===== src/rtl/swd_pkg.sv =====
`timescale 1ns/1ps
package swd_pkg;
    localparam int REG_W     = 32;
    localparam int RUN_BIT   = 0;
    localparam int FIRED_BIT = 1;
    localparam int ACT_BIT   = 2;
    localparam int INH_BIT   = 3;
    localparam int KICK_BIT  = 7;
    localparam int SEL_BIT   = 2;   // address bit choosing the count register

    typedef enum logic {
        ACT_RESET    = 1'b0,
        ACT_POWEROFF = 1'b1
    } expiry_act_e;

    typedef struct packed {
        logic        run;
        expiry_act_e act;
    } ctrl_t;

    typedef struct packed {
        logic wr_ctrl;
        logic wr_load;
        logic kick;
        logic clr_fired;
    } bus_cmd_t;

    function automatic bus_cmd_t decode_write(logic wen, logic sel_load,
                                              logic kick_bit, logic fired_bit);
        bus_cmd_t c;
        c.wr_ctrl   = wen && !sel_load;
        c.wr_load   = wen && sel_load;
        c.kick      = c.wr_ctrl && kick_bit;
        c.clr_fired = c.wr_ctrl && fired_bit;
        return c;
    endfunction

    function automatic logic [REG_W-1:0] pack_ctrl(ctrl_t c, logic fired, logic inh);
        logic [REG_W-1:0] v;
        v            = '0;
        v[RUN_BIT]   = c.run;
        v[FIRED_BIT] = fired;
        v[ACT_BIT]   = c.act;
        v[INH_BIT]   = inh;
        return v;
    endfunction
endpackage


===== src/rtl/swd_prescale.sv =====
`timescale 1ns/1ps
module swd_prescale #(
    parameter int TICK_CYCLES = 125_000_000
) (
    input  logic clk,
    input  logic rst,
    input  logic active,
    input  logic restart,
    output logic tick
);
    localparam int PW = (TICK_CYCLES > 1) ? $clog2(TICK_CYCLES) : 1;
    localparam logic [PW-1:0] LAST = PW'(TICK_CYCLES - 1);

    logic [PW-1:0] phase_q;

    assign tick = active && (phase_q == LAST);

    always_ff @(posedge clk) begin
        if (rst || restart || !active || tick) begin
            phase_q <= '0;
        end else begin
            phase_q <= phase_q + 1'b1;
        end
    end
endmodule


===== src/rtl/swd_regs.sv =====
`timescale 1ns/1ps
module swd_regs import swd_pkg::*; #(
    parameter int CNT_W       = 10,
    parameter int RST_TIMEOUT = 60
) (
    input  logic             clk,
    input  logic             rst,
    input  bus_cmd_t         cmd,
    input  logic             run_in,
    input  logic             act_in,
    input  logic [CNT_W-1:0] load_in,
    output ctrl_t            ctrl,
    output logic [CNT_W-1:0] load_val
);
    always_ff @(posedge clk) begin
        if (rst) begin
            ctrl.run <= 1'b0;
            ctrl.act <= ACT_RESET;
            load_val <= CNT_W'(RST_TIMEOUT);
        end else begin
            if (cmd.wr_ctrl) begin
                ctrl.run <= run_in;
                ctrl.act <= expiry_act_e'(act_in);
            end
            if (cmd.wr_load) begin
                load_val <= load_in;
            end
        end
    end
endmodule


===== src/rtl/swd_countdown.sv =====
`timescale 1ns/1ps
module swd_countdown #(
    parameter int CNT_W       = 10,
    parameter int RST_TIMEOUT = 60
) (
    input  logic             clk,
    input  logic             rst,
    input  logic             reload,
    input  logic [CNT_W-1:0] load_val,
    input  logic             tick,
    output logic [CNT_W-1:0] remain,
    output logic             expire
);
    localparam logic [CNT_W-1:0] ONE = CNT_W'(1);

    always_ff @(posedge clk) begin
        if (rst) begin
            remain <= CNT_W'(RST_TIMEOUT);
            expire <= 1'b0;
        end else begin
            expire <= tick && !reload && (remain == ONE);
            if (reload) begin
                remain <= load_val;
            end else if (tick && (remain != '0)) begin
                remain <= remain - ONE;
            end
        end
    end
endmodule


===== src/rtl/sec_watchdog.sv =====
`timescale 1ns/1ps
module sec_watchdog import swd_pkg::*; #(
    parameter int TICK_CYCLES = 125_000_000,
    parameter int CNT_W       = 10,
    parameter int RST_TIMEOUT = 60,
    parameter int ADDR_W      = 3
) (
    input  logic              clk,
    input  logic              rst,
    input  logic              por_rst,
    input  logic              bus_wen,
    input  logic [ADDR_W-1:0] bus_addr,
    input  logic [REG_W-1:0]  bus_wdata,
    output logic [REG_W-1:0]  bus_rdata,
    input  logic              tmr_inhibit,
    output logic              rst_req,
    output logic              pwroff_req
);
    bus_cmd_t         cmd_w;
    ctrl_t            ctrl_w;
    logic [CNT_W-1:0] load_w;
    logic [CNT_W-1:0] remain_w;
    logic             active_w;
    logic             reload_w;
    logic             tick_w;
    logic             expire_w;
    logic             fired_q;
    logic             unused_bits;

    assign unused_bits = ^{bus_wdata[REG_W-1:CNT_W], bus_addr};

    assign cmd_w    = decode_write(bus_wen, bus_addr[SEL_BIT],
                                   bus_wdata[KICK_BIT], bus_wdata[FIRED_BIT]);
    assign reload_w = cmd_w.kick;
    assign active_w = ctrl_w.run && !tmr_inhibit;

    swd_regs #(.CNT_W(CNT_W), .RST_TIMEOUT(RST_TIMEOUT)) u_regs (
        .clk      (clk),
        .rst      (rst),
        .cmd      (cmd_w),
        .run_in   (bus_wdata[RUN_BIT]),
        .act_in   (bus_wdata[ACT_BIT]),
        .load_in  (bus_wdata[CNT_W-1:0]),
        .ctrl     (ctrl_w),
        .load_val (load_w)
    );

    swd_prescale #(.TICK_CYCLES(TICK_CYCLES)) u_pre (
        .clk     (clk),
        .rst     (rst),
        .active  (active_w),
        .restart (reload_w),
        .tick    (tick_w)
    );

    swd_countdown #(.CNT_W(CNT_W), .RST_TIMEOUT(RST_TIMEOUT)) u_cnt (
        .clk      (clk),
        .rst      (rst),
        .reload   (reload_w),
        .load_val (load_w),
        .tick     (tick_w),
        .remain   (remain_w),
        .expire   (expire_w)
    );

    // Fired flag: power-on domain only, so a watchdog-caused reset keeps it.
    always_ff @(posedge clk) begin
        if (por_rst) begin
            fired_q <= 1'b0;
        end else if (expire_w) begin
            fired_q <= 1'b1;
        end else if (cmd_w.clr_fired) begin
            fired_q <= 1'b0;
        end
    end

    assign rst_req    = expire_w && (ctrl_w.act == ACT_RESET);
    assign pwroff_req = expire_w && (ctrl_w.act == ACT_POWEROFF);

    always_comb begin
        if (bus_addr[SEL_BIT]) begin
            bus_rdata = {{(REG_W-CNT_W){1'b0}}, load_w};
        end else begin
            bus_rdata = pack_ctrl(ctrl_w, fired_q, tmr_inhibit);
        end
    end
endmodule


===== config.mk =====
export PLATFORM = sky130hd
export DESIGN_NAME = sec_watchdog
export DESIGN_NICKNAME = d
export VERILOG_FILES = /design/src/rtl/swd_pkg.sv /design/src/rtl/swd_prescale.sv /design/src/rtl/swd_regs.sv /design/src/rtl/swd_countdown.sv /design/src/rtl/sec_watchdog.sv
export SDC_FILE = /design/constraint.sdc
export NUM_CORES = 1
export LEC_CHECK = 0
export BUFFER_PORTS_ARGS = -buffer_cell sky130_fd_sc_hd__buf_4
export CORE_ASPECT_RATIO = 1.2
export CORE_MARGIN = 1
export CORE_UTILIZATION = 49
export CTS_BUF_LIST = sky130_fd_sc_hd__clkbuf_8
export DETAILED_ROUTE_END_ITERATION = 8
export MAX_ROUTING_LAYER = met4
export PLACE_DENSITY = 0.79
export SLEW_MARGIN = 15
export SYNTH_ARGS = -nofsm -noshare
export SYNTH_HDL_FRONTEND = slang
export SYNTH_SLANG_ARGS = --single-unit

===== constraint.sdc =====
create_clock -name clk -period 2.6 [get_ports clk]
set_clock_uncertainty 0.15 [all_clocks]
set_input_delay 0.39 -clock clk [delete_from_list [all_inputs] [get_ports clk]]
set_output_delay 0.39 -clock clk [all_outputs]
set_load 0.03 [all_outputs]

Word level (Yosys, flattened, before mapping)
Cells that the tools add are included.
Widths: inputs -> output; s select.
- register bits after elaboration: 51
- input bits: 40
- output and inout bits: 34
- logic and storage cells: 38
- add/sub/neg operators: 2
- equality and inequality tests: 2
- muxes and demuxes: 5
- bitwise gates (word level): 1
- reductions and logical operators: 21
- operator list (kind ; number):
    $mux 10 ; 3
    $add 27x1->27 const B ; 1
    $eq 27x27->1 const B ; 1
    $logic_and 1x1->1 ; 11
    $eq 10x1->1 const B ; 1
    $reduce_bool 10->1 ; 1
    $sub 10x1->10 const B ; 1
    $logic_not 1->1 ; 4
    $reduce_bool 2->1 ; 2
    $logic_or 1x1->1 ; 3
    $mux 1 ; 2
    $not 1->1 ; 1

Depth between registers and ports, before layout
Gate-level depths: netlist of the first run.
- depth after elaboration: 6
- mapped depth: 9
- depth with buffers taken out: 7

Cells and area by module
A second synthesis of the first run with hierarchy kept.
- cell total of the unflattened synthesis: 330
- area, all modules: 2904.0 µm²
- by module, submodules not included (module ; instances ; cells an instance ; area each (µm²)):
    swd_prescale ; 1 ; 162 ; 1408.9
    swd_countdown ; 1 ; 85 ; 694.4
    swd_regs ; 1 ; 38 ; 431.7
    sec_watchdog ; 1 ; 45 ; 369.1

Least setup slack after synthesis of the first run
No wires, ideal clock.
- path kind: register -> register
- start point: reg u_cnt.remain[0]
- end point: reg u_cnt.remain[7]
- setup time: 0.088 ns
- arrival time: 2.381 ns
- path slack: -0.019 ns
- cell stages (with the launch flop): 10
- buffers on the path: 2
- cell sequence: dfxtp_1 inv_1 ha_1 or4b_1 or3_1 clkbuf_1 or4b_1 buf_2 or4_4 a311oi_2
- longest elaborated chain between the ends: 3
- elaborated cells on any way between the ends: 6
- those cells by class: add/sub: 1; mux: 2; reduce/logical: 3
- RTL lines (item ; line ; RTL):
    start, declared ; swd_countdown.sv:11 ; output logic [CNT_W-1:0] remain,
    start signal, assigned ; swd_countdown.sv:18 ; remain <= CNT_W'(RST_TIMEOUT);
    start signal, assigned ; swd_countdown.sv:23 ; remain <= load_val;
    start signal, assigned ; swd_countdown.sv:25 ; remain <= remain - ONE;
    $sub 10x1->10 / $reduce_bool 10->1 (equally long branches) ; swd_countdown.sv:25, swd_countdown.sv:24 ;
    $mux 10 / $logic_and 1x1->1 (equally long branches) ; swd_countdown.sv:24 ; end else if (tick && (remain != '0)) begin
    $mux 10 / $reduce_bool 2->1 (equally long branches) ; n/a ;
Several ways; a longest one is shown, not always the timed one. The select of a mux whose other input is x is not followed.
A chain may end at the register's enable or synchronous reset.

Final worst setup path of the first run
- start point: reg u_pre.phase_q[1]
- end point: reg u_cnt.remain[8]
- longest elaborated chain between the ends: 4
- RTL lines (item ; line ; RTL):
    start, declared ; swd_prescale.sv:14 ; logic [PW-1:0] phase_q;
    start signal, assigned ; swd_prescale.sv:22 ; phase_q <= phase_q + 1'b1;
    $eq 27x27->1 ; swd_prescale.sv:16 ; assign tick = active && (phase_q == LAST);
    $logic_and 1x1->1 ; swd_prescale.sv:16 ;
    $logic_and 1x1->1 ; swd_countdown.sv:24 ;
    $reduce_bool 2->1 (no source line) ; n/a ;
Every way passes these cells.

==> results of run 1 <==
==> area by class of cell <==
| type | instances | area (µm²) |
|---|---|---|
| repair buffers | 42 | 315.3 |
| multi-input cells | 254 | 1515 |
| flip-flops and latches | 51 | 1022 |
| inverters | 5 | 18.77 |
| well taps | 62 | 77.57 |
| fillers | 465 | 2197 |
| clock buffers | 5 | 68.82 |
| clock inverters | 3 | 46.29 |
==> through the flow <==
stage | instance area, µm² | std cells | setup TNS (ns)
global route | 3064 | 422 | 0
finish | 3064 | 422 | 0
detailed placement | 2920 | 414 | -0.1205
global placement | 2920 | 414 | -0.0002098
floorplan | 2748 | 346 | 0
CTS | 3035 | 422 | 0
==> synthesized netlist by cell type, types with 2 or more instances <==
master	instances	area, µm²
and2_1	9	56.30
clkbuf_1	11	41.29
a2111oi_0	3	26.28
inv_1	5	18.77
buf_1	2	7.510
nor3_1	12	60.06
dfxtp_1	51	1021
and3_1	12	75.07
nand4_1	8	50.05
nand2_1	41	153.9
or3_1	4	25.02
nand2b_1	2	12.51
ha_1	3	37.54
o31ai_1	2	15.01
a211oi_1	2	15.01
nor2_1	38	142.6
mux2_2	4	45.04
a311oi_1	2	17.52
or3_2	2	15.01
xor2_1	19	166.4
or4_1	3	22.52
nor4_1	5	31.28
a31oi_1	2	12.51
xnor2_1	9	78.83
nand3_1	14	70.07
a2bb2oi_1	2	17.52
or4b_1	2	20.02
buf_4	22	165.2
nor4b_1	4	35.03
and4_1	3	26.28
a21oi_1	11	55.05
nor2b_1	3	18.77
==> kinds of logic (layout without fill, tap and decap cells) <==
kind of cell,after synthesis,count (layout)
flip-flops,51,51
AO/OA/AOI/OAI,27,27
XOR/XNOR,28,28
multiplexers,4,4
AND/OR/NAND/NOR,170,170
adder cells (fa/ha/maj),3,3
buffers and inverters,41,55
other,1,22
==> report_power, final <==
| part | internal (mW) | switching [mW] |
|---|---|---|
| clock | 0.290 | 0.285 |
| combinational | 0.0494 | 0.107 |
| sequential | 0.795 | 0.0121 |
==> registers in the layout, summed over array words and instances (netlist names) <==
signal and flops:
fired_q 1, u_pre.phase_q 27, u_cnt.expire 1, u_regs.ctrl 2
u_cnt.remain 10, u_regs.load_val 10
==> worst paths after layout <==
check	depth (start not counted)	slack, ns	end	start
worst max-delay path	7	0.13	u_cnt.remain[8]	u_pre.phase_q[1]
worst min-delay path	2	0.06	fired_q	por_rst
worst max register to register	7	0.13	u_cnt.remain[8]	u_pre.phase_q[1]
worst min register to register	1	0.29	u_pre.phase_q[0]	u_pre.phase_q[0]
==> layer usage <==
layer | part of all wire (%) | track usage [%]
met3 | 2.7 | 4.126
met4 | 2.2 | 8.163
met2 | 52 | 36.19
met1 | 43 | 23.62
met5 | 0 | -
==> repair_timing <==
| item | in CTS | in global routing |
|---|---|---|
| resized for setup | 0 | 9 |
| endpoints found under the hold margin | 0 | 0 |
| endpoints found under the setup margin | 0 | 7 |
==> summary.md, run 1 <==
| Metric | Value |
|---|---|
| Status | finished clean |
| DP Worst Slack | -0.05869 ns |
| Yosys cell types | 45 |
| Htree depth | 2 |
| DIE AREA | 0.005744 mm² |
| Setup crit end kind | register |
| Proportion of synthesized chip area in sequential cells | 38.27% |
| Leading register cell type out of synthesis | dfxtp_1 |
| Min Tclk post-route | 2.475 ns |
| Commonest non-fill, non-tap cell in the layout | dfxtp_1 |
| Fraction of layout cells with a size suffix above 1 | 19.17% |
| Area Overhead vs Synth | 14.87% |
| Peak supply drop | 0.4087 mV |
| Fin nets | 402 |
| Syn_area_per_cell | 8.208 µm² |
| Die W | 69.36 µm |
| Hold buffers post-CTS | 0 |
| Clock-pin transition on the worst setup and hold timing paths | 0.11 ns |
| Crit path buf inv count | 1 |
| Core ar. | 0.005261 mm² |
| First-pass GRT wire length | 9.625 mm |
| Diodes inserted | 0 |
| FMAX | 404.1 MHz |
| Final hold slack | 0.05968 ns |
| Total CTS buffers | 5 |
| Starting density of the core | 50.70% |
| # port buffers | 27 |
| Post-synth EDFFs | 0 |
| Final GP Congestion | 0.8837 |
| Final setup violation count | 0 |
| CTS tree | built |
| Antenna-violating nets left | 0 |
| Starting DRT DRC Count | 92 |
| Critical-path cell list | ha_1, nand2_1, or2_1, or4b_4, buf_4, or3_2, a21oi_1 |
| Congestion Overflow GR | 0 |
| #FFs+latches synth | 51 |
| Postcts setup bufs | 0 |
| Final total power | 1.539 mW |
| Worst hold path class | input pin to register |
| CP max stage cell | or4b_4 |
| Max Cap Violations | 0 |
| Syn Inst Count | 325 |
| Detailed-route wire length | 5.690 mm |
| Final hold vios | 0 |
| Top-Level Pins | 74 |
| Ys async rst share | 0% |
| Most frequent cells in the layout | dfxtp_1 (50), buf_4 (42), nand2_1 (41), nor2_1 (38), conb_1 (22) |
| Adder-Cell Fraction of Synth Area | 1.407% |
| CP required | 2.69 ns |
| CTS Buffer Depth | 2 |
| Startpoint Class | register |
| Drt wl/cell | 13.48 µm |
| Post-route DRC | 0 |
| Global-route usage over all layers | 20.94% |
| Post-Syn Area | 0.002668 mm² |
| DR pass1 iterations | 6 |
| Period utilization | 95.19% |
| Synthesis warning total | 0 |
| PD cells | 502.2 mW/mm² |
| Vias/cell | 5.384 |
| Arr. time, crit path | 2.57 ns |
| Leak | 1.154 nW |
| Post-Synth Simple-Gate Area | 33.11% |
| Utilization after layout | 58.24% |
| Initial antenna violation count | 0 |
| Post-Synth XOR/XNOR Area | 9.193% |
| Worst Path Max Fanout | 4 |
| CP top delay family | simple AND/OR/NAND/NOR gates |
| Number of global-route vias before repair | 2199 |
| Placed wire-length estimate | 4.045 mm |
| Slowest stage delay, CP | 0.57 ns |
| Pins Over Slew Limit | 0 |
| Clk sinks | 51 |
| Worst setup path class | register to register |
| Latest clock arrival within the worst-skew pair | 0.31 ns |
| Actual slew at the worst max-slew pin | 0.6946 ns |
| Die Y | 82.83 µm |
| Worst rel slew slack | 53.34% |
| Final WS setup | 0.1252 ns |
| Complex-gate fraction of the synthesized area | 7.270% |
| Row count | 29 |
| RSZ-0062 raised after global routing | false |
| Mux cell area share after synthesis | 1.689% |
| Largest family of logic cells by synthesized area | simple AND/OR/NAND/NOR gates |
| Root buf cell | clkbuf_8 |
| Largest net degree at the start of global routing | 28 |
| Via count | 2272 |
No activity file was read; power rests on OpenSTA's default activity.
==> run 2: changes to the inputs <==
Settings changed: CORE_UTILIZATION 49 to 54, GPL_TIMING_DRIVEN from default to 0, PLACE_DENSITY 0.79 to 0.82.
Clock period 2.6 ns to 2.35 ns, I/O delays scaled along.
==> summary.md, run 2 (synthesis gave the netlist of run 1 again) <==
| Metric | Value |
|---|---|
| Failing checks | setup timing |
| Crit path buf inv count | 0 |
| R2r startpoint | u_pre.phase_q[17] |
| Initial antenna violation count | 0 |
| Reg2Reg Depth | 5 |
| # port buffers | 26 |
| DP Worst Slack | -0.3299 ns |
| Latest clock arrival within the worst-skew pair | 0.31 ns |
| Combinational power share | 13.4% |
| Layout fillers | 355 |
| Setup crit end kind | register |
| Placed wire-length estimate | 4.222 mm |
| Commonest non-fill, non-tap cell in the layout | buf_4 |
| Largest net degree at the start of global routing | 16 |
| Fraction of layout cells with a size suffix above 1 | 30.10% |
| Startpoint Class | register |
| Peak supply drop | 0.3348 mV |
| Worst Path Max Fanout | 5 |
| Final GP Congestion | 0.8837 |
| Final hold slack | 0.04190 ns |
| Top reg by flops | u_pre.phase_q |
| DIE AREA | 0.005226 mm² |
| Worst hold path endpoint | fired_q |
| Flop2flop setup slack | -0.07 ns |
| First-pass GRT wire length | 9.956 mm |
| WP depth | 5 |
| CTS tree | built |
| Congestion Overflow GR | 0 |
| Largest register FFs | 27 |
| Starting DRT DRC Count | 129 |
| Area Overhead vs Synth | 24.48% |
| Final setup violation count | 3 |
| Area occupied by multi-input gates | 0.001575 mm² |
| Starting density of the core | 57.22% |
| Hold buffers post-CTS | 0 |
| Actual slew at the worst max-slew pin | 0.6328 ns |
| R2R Path End | u_cnt.remain[7] |
| RSZ-0062 raised after global routing | true |
| Pins Over Slew Limit | 0 |
| Biggest regs | u_pre.phase_q: 27 flops, u_cnt.remain: 10 flops, u_regs.load_val: 10 flops |
| Most frequent cells in the layout | buf_4 (63), nand2_1 (40), nor2_1 (38), dfxtp_1 (33), conb_1 (22) |
| Max Cap Violations | 0 |
| Clk pwr share | 30.7% |
| Sw Pwr | 0.4288 mW |
| Core ar. | 0.004662 mm² |
| Placed inst area | 0.003044 mm² |
| Worst rel slew slack | 57.49% |
| Part of the power in registers | 55.8% |
| Final cell count without fillers | 450 |
| Post-route DRC | 0 |
| Final total power | 1.595 mW |
| PD cells | 480.4 mW/mm² |
| DR pass1 iterations | 4 |
| Die W | 66.16 µm |
| Antenna-violating nets left | 0 |
| Drt wl/cell | 13.92 µm |
| Placed cell count | 430 |
| FMAX | 413.4 MHz |
| Status | finished, violations left |
| CP max stage cell | or4b_4 |
| Min-delay src | por_rst |
| Detailed-route wire length | 6.262 mm |
| Min Tclk post-route | 2.419 ns |
| Clock-pin transition on the worst setup and hold timing paths | 0.10 ns |
| CP required | 2.43 ns |
| Global-route usage over all layers | 25.23% |
| Internal Pwr Total | 1.166 mW |
| Number of global-route vias before repair | 2382 |
| Top-Level Pins | 74 |
| Arr. time, crit path | 2.50 ns |
| Row count | 27 |
| Design area | 0.003321 mm² |
| Utilization after layout | 71.23% |
| Worst hold path class | input pin to register |
| Leak | 1.306 nW |
| Total CTS buffers | 5 |
| Diodes inserted | 0 |
| Fin nets | 434 |
| CTS Buffer Depth | 2 |
| Final hold vios | 0 |
| Setup TNS | -0.09975 ns |
| Final WS setup | -0.06876 ns |
| Via count | 2463 |
| Worst setup path class | register to register |
| Hold Path Depth | 2 |
| Clk sinks | 51 |
| Vias/cell | 5.473 |
| Slowest stage delay, CP | 0.59 ns |
| CP top delay family | simple AND/OR/NAND/NOR gates |
| Critical-path cell list | nand4_1, or3_4, or4b_4, or4_4, a311oi_2 |
| Htree depth | 2 |
| Die Y | 78.99 µm |
| Root buf cell | clkbuf_8 |
| Switching share of power | 26.88% |
| Period utilization | 102.9% |
| FF+latch area | 0.001049 mm² |
==> run 2: cell count changes in the layout (fill, tap and decap cells not counted), sizes merged <==
cell and delta:
clkinv +1, clkbuf +9, bufinv -1, buf +23
==> run 2: routing by layer <==
metal / GRT usage (%) / routed length, µm / vias to the layer above
met5: - / 0 / -
met4: 13.62 / 201 / 0
met3: 4.598 / 209 / 18
met2: 45.82 / 3453 / 60
met1: 24.91 / 2397 / 1169
li1: - / - / 1216
==> run 2: worst max-delay path by stage <==
stage | endpoint | startpoint
floorplan | u_cnt.remain[7] | u_cnt.remain[0]
global placement | u_cnt.remain[7] | tmr_inhibit
finish | u_cnt.remain[7] | u_pre.phase_q[17]
detailed placement | u_cnt.remain[7] | tmr_inhibit
CTS | u_cnt.remain[7] | u_regs.ctrl[1]
global route | u_cnt.remain[1] | u_cnt.remain[1]
==> run 2: power groups by stage <==
stage / sequential, mW / combinational [mW] / clock (mW)
after floorplan: 0.908 / 0.153 / 0
after global placement: 0.913 / 0.200 / 0
after detailed placement: 0.913 / 0.202 / 0
after CTS: 0.891 / 0.212 / 0.496
after global routing: 0.893 / 0.228 / 0.530
final: 0.891 / 0.214 / 0.490
==> run 2: cell type report <==
type | count | share of cell area [%]
tap | 58 | 2.185
buffer | 33 | 6.330
sequential | 51 | 31.58
inverter | 5 | 0.6405
multi-input combinational | 254 | 47.44
timing repair buffer | 41 | 9.269
clock inverter | 3 | 0.4898
clock buffer | 5 | 2.072
==> run 2: repair_timing <==
item / 4_1_cts / 5_1_grt
gates resized for setup: 26 / 10
setup buffers: 15 / 0
endpoints found under the setup margin: 30 / 29
pin swaps: 8 / 5
==> run 3: changes to the inputs <==
Settings changed: CORE_UTILIZATION 54 to 50, PLACE_DENSITY 0.82 to 0.79, SYNTH_HIERARCHICAL from default to 1.
Clock period 2.35 ns to 2.1 ns, I/O delays scaled along.
==> summary.md, run 3 <==
| Metric | Value |
|---|---|
| Die Y | 85.40 µm |
| Utilization after layout | 63.89% |
| Pins Over Slew Limit | 0 |
| Diodes inserted | 0 |
| Total CTS buffers | 5 |
| Worst Path Max Fanout | 7 |
| Global-route usage over all layers | 21.65% |
| Congestion Overflow GR | 0 |
| Min-delay src | por_rst |
| Max Cap Violations | 0 |
| Placed cell count | 441 |
| PD cells | 498.0 mW/mm² |
| Drt wl/cell | 13.73 µm |
| CTS tree | built |
| Setup crit end kind | register |
| Antenna-violating nets left | 0 |
| Biggest regs | u_pre/phase_q: 27 flops, u_cnt/remain: 10 flops, u_regs/load_val: 10 flops |
| Period utilization | 102.5% |
| Reg2Reg Depth | 8 |
| Failing checks | setup timing |
| Latest clock arrival within the worst-skew pair | 0.30 ns |
| CP max stage cell | dfxtp_4 |
| RSZ-0062 raised after global routing | true |
| Top reg by flops | u_pre/phase_q |
| Clock-pin transition on the worst setup and hold timing paths | 0.09 ns |
| Largest net degree at the start of global routing | 16 |
| Syn Inst Count | 329 |
| Hold buffers post-CTS | 0 |
| Slowest stage delay, CP | 0.38 ns |
| Placed inst area | 0.003271 mm² |
| Fin nets | 444 |
| Arr. time, crit path | 2.22 ns |
| Final setup violation count | 8 |
| Final hold vios | 0 |
| Design area | 0.003597 mm² |
| Most frequent cells in the layout | buf_4 (67), nor2_1 (47), dfxtp_1 (35), conb_1 (22), nand2_1 (17) |
| Root buf cell | clkbuf_8 |
| Clk sinks | 51 |
| First-pass GRT wire length | 10.38 mm |
| Worst Setup SP | u_pre/phase_q[0] |
| CP required | 2.16 ns |
| Peak supply drop | 0.3681 mV |
| Setup TNS | -0.1955 ns |
| Starting DRT DRC Count | 143 |
| CTS Buffer Depth | 2 |
| # port buffers | 27 |
| Detailed-route wire length | 6.398 mm |
| Actual slew at the worst max-slew pin | 0.5601 ns |
| Commonest non-fill, non-tap cell in the layout | buf_4 |
| Hold Path Depth | 2 |
| Min Tclk post-route | 2.153 ns |
| Worst hold path class | input pin to register |
| Final hold slack | 0.01119 ns |
| Initial antenna violation count | 0 |
| Worst rel slew slack | 62.32% |
| Fraction of layout cells with a size suffix above 1 | 35.57% |
| Number of global-route vias before repair | 2326 |
| DIE AREA | 0.006105 mm² |
| Post-route DRC | 0 |
| FMAX | 464.5 MHz |
| Final GP Congestion | 0.8490 |
| Leak | 1.415 nW |
| Vias/cell | 5.378 |
| DR pass1 iterations | 6 |
| Area Overhead vs Synth | 24.14% |
| Starting density of the core | 51.47% |
| Post-Syn Area | 0.002898 mm² |
| Critical-path cell list | ha_4, nand3_2, or2_1, buf_6, nor2_4, nand4b_1, or3_1, a311oi_2 |
| Core ar. | 0.005630 mm² |
| Synthesis warning total | 6 |
| Final cell count without fillers | 466 |
| R2r startpoint | u_pre/phase_q[0] |
| Worst setup path class | register to register |
| Syn_area_per_cell | 8.808 µm² |
| Htree depth | 2 |
| Status | finished, violations left |
| Final WS setup | -0.05288 ns |
| Startpoint Class | register |
| Row count | 30 |
| Top-Level Pins | 74 |
| Die W | 71.50 µm |
| Via count | 2506 |
| Largest register FFs | 27 |
| Placed wire-length estimate | 4.410 mm |
[run 3: worst max-delay path: cells and delay by family (launching register included)]
family,cells,cell delay [ns]
DFF,1,0.38
and+or+nand+nor,5,0.97
adders and majority gates,1,0.17
AOI/OAI and AO/OA,1,0.24
buffers and inverters,1,0.14
[run 3: layout make-up]
class	instances	area, µm²
Fill cell	458	2033
Multi-Input combinational cell	260	1785
Sequential cell	51	1054
Timing Repair Buffer	44	334.1
Buffer	31	230.2
Tap cell	64	80.08
Clock buffer	5	68.82
Inverter	8	30.03
Clock inverter	3	15.01
[run 3: through the flow]
| step | power (mW) | setup WS [ns] |
|---|---|---|
| final | 1.791 | -0.05288 |
| after global routing | 1.873 | -0.1598 |
| after CTS | 1.813 | -0.1267 |
| after detailed placement | 1.265 | -0.5021 |
| after global placement | 1.262 | -0.5109 |
| after floorplan | 1.202 | -0.02671 |
[run 3: power breakdown]
group	switching [mW]	internal [mW]	leakage, nW
logic	0.140	0.108	0.944
registers	0.0188	0.979	0.423
clock network	0.317	0.229	0.0477
total	0.476	1.32	1.42
[run 3: what timing repair did]
item                                    4_1_cts  5_1_grt
setup buffers                                 7       10
gates resized for setup                      11       30
endpoints found under the setup margin       11       24
pin swaps                                     6        7
[run 3: worst paths after layout]
kind	end	slack (ns)
worst max register to register	u_cnt/remain[9]	-0.05
worst min register to register	u_pre/phase_q[0]	0.31
worst max-delay path	u_cnt/remain[9]	-0.05
worst min-delay path	fired_q	0.01
[run 3: routing by layer]
metal  up-vias  share of wire [%]  global-route usage [%]
li1       1275                  -                       -
met1      1163                 41                   24.72
met2        57                 53                   38.10
met3        11                3.8                   3.207
met4         0                1.8                   8.021
met5         -                  0                       -
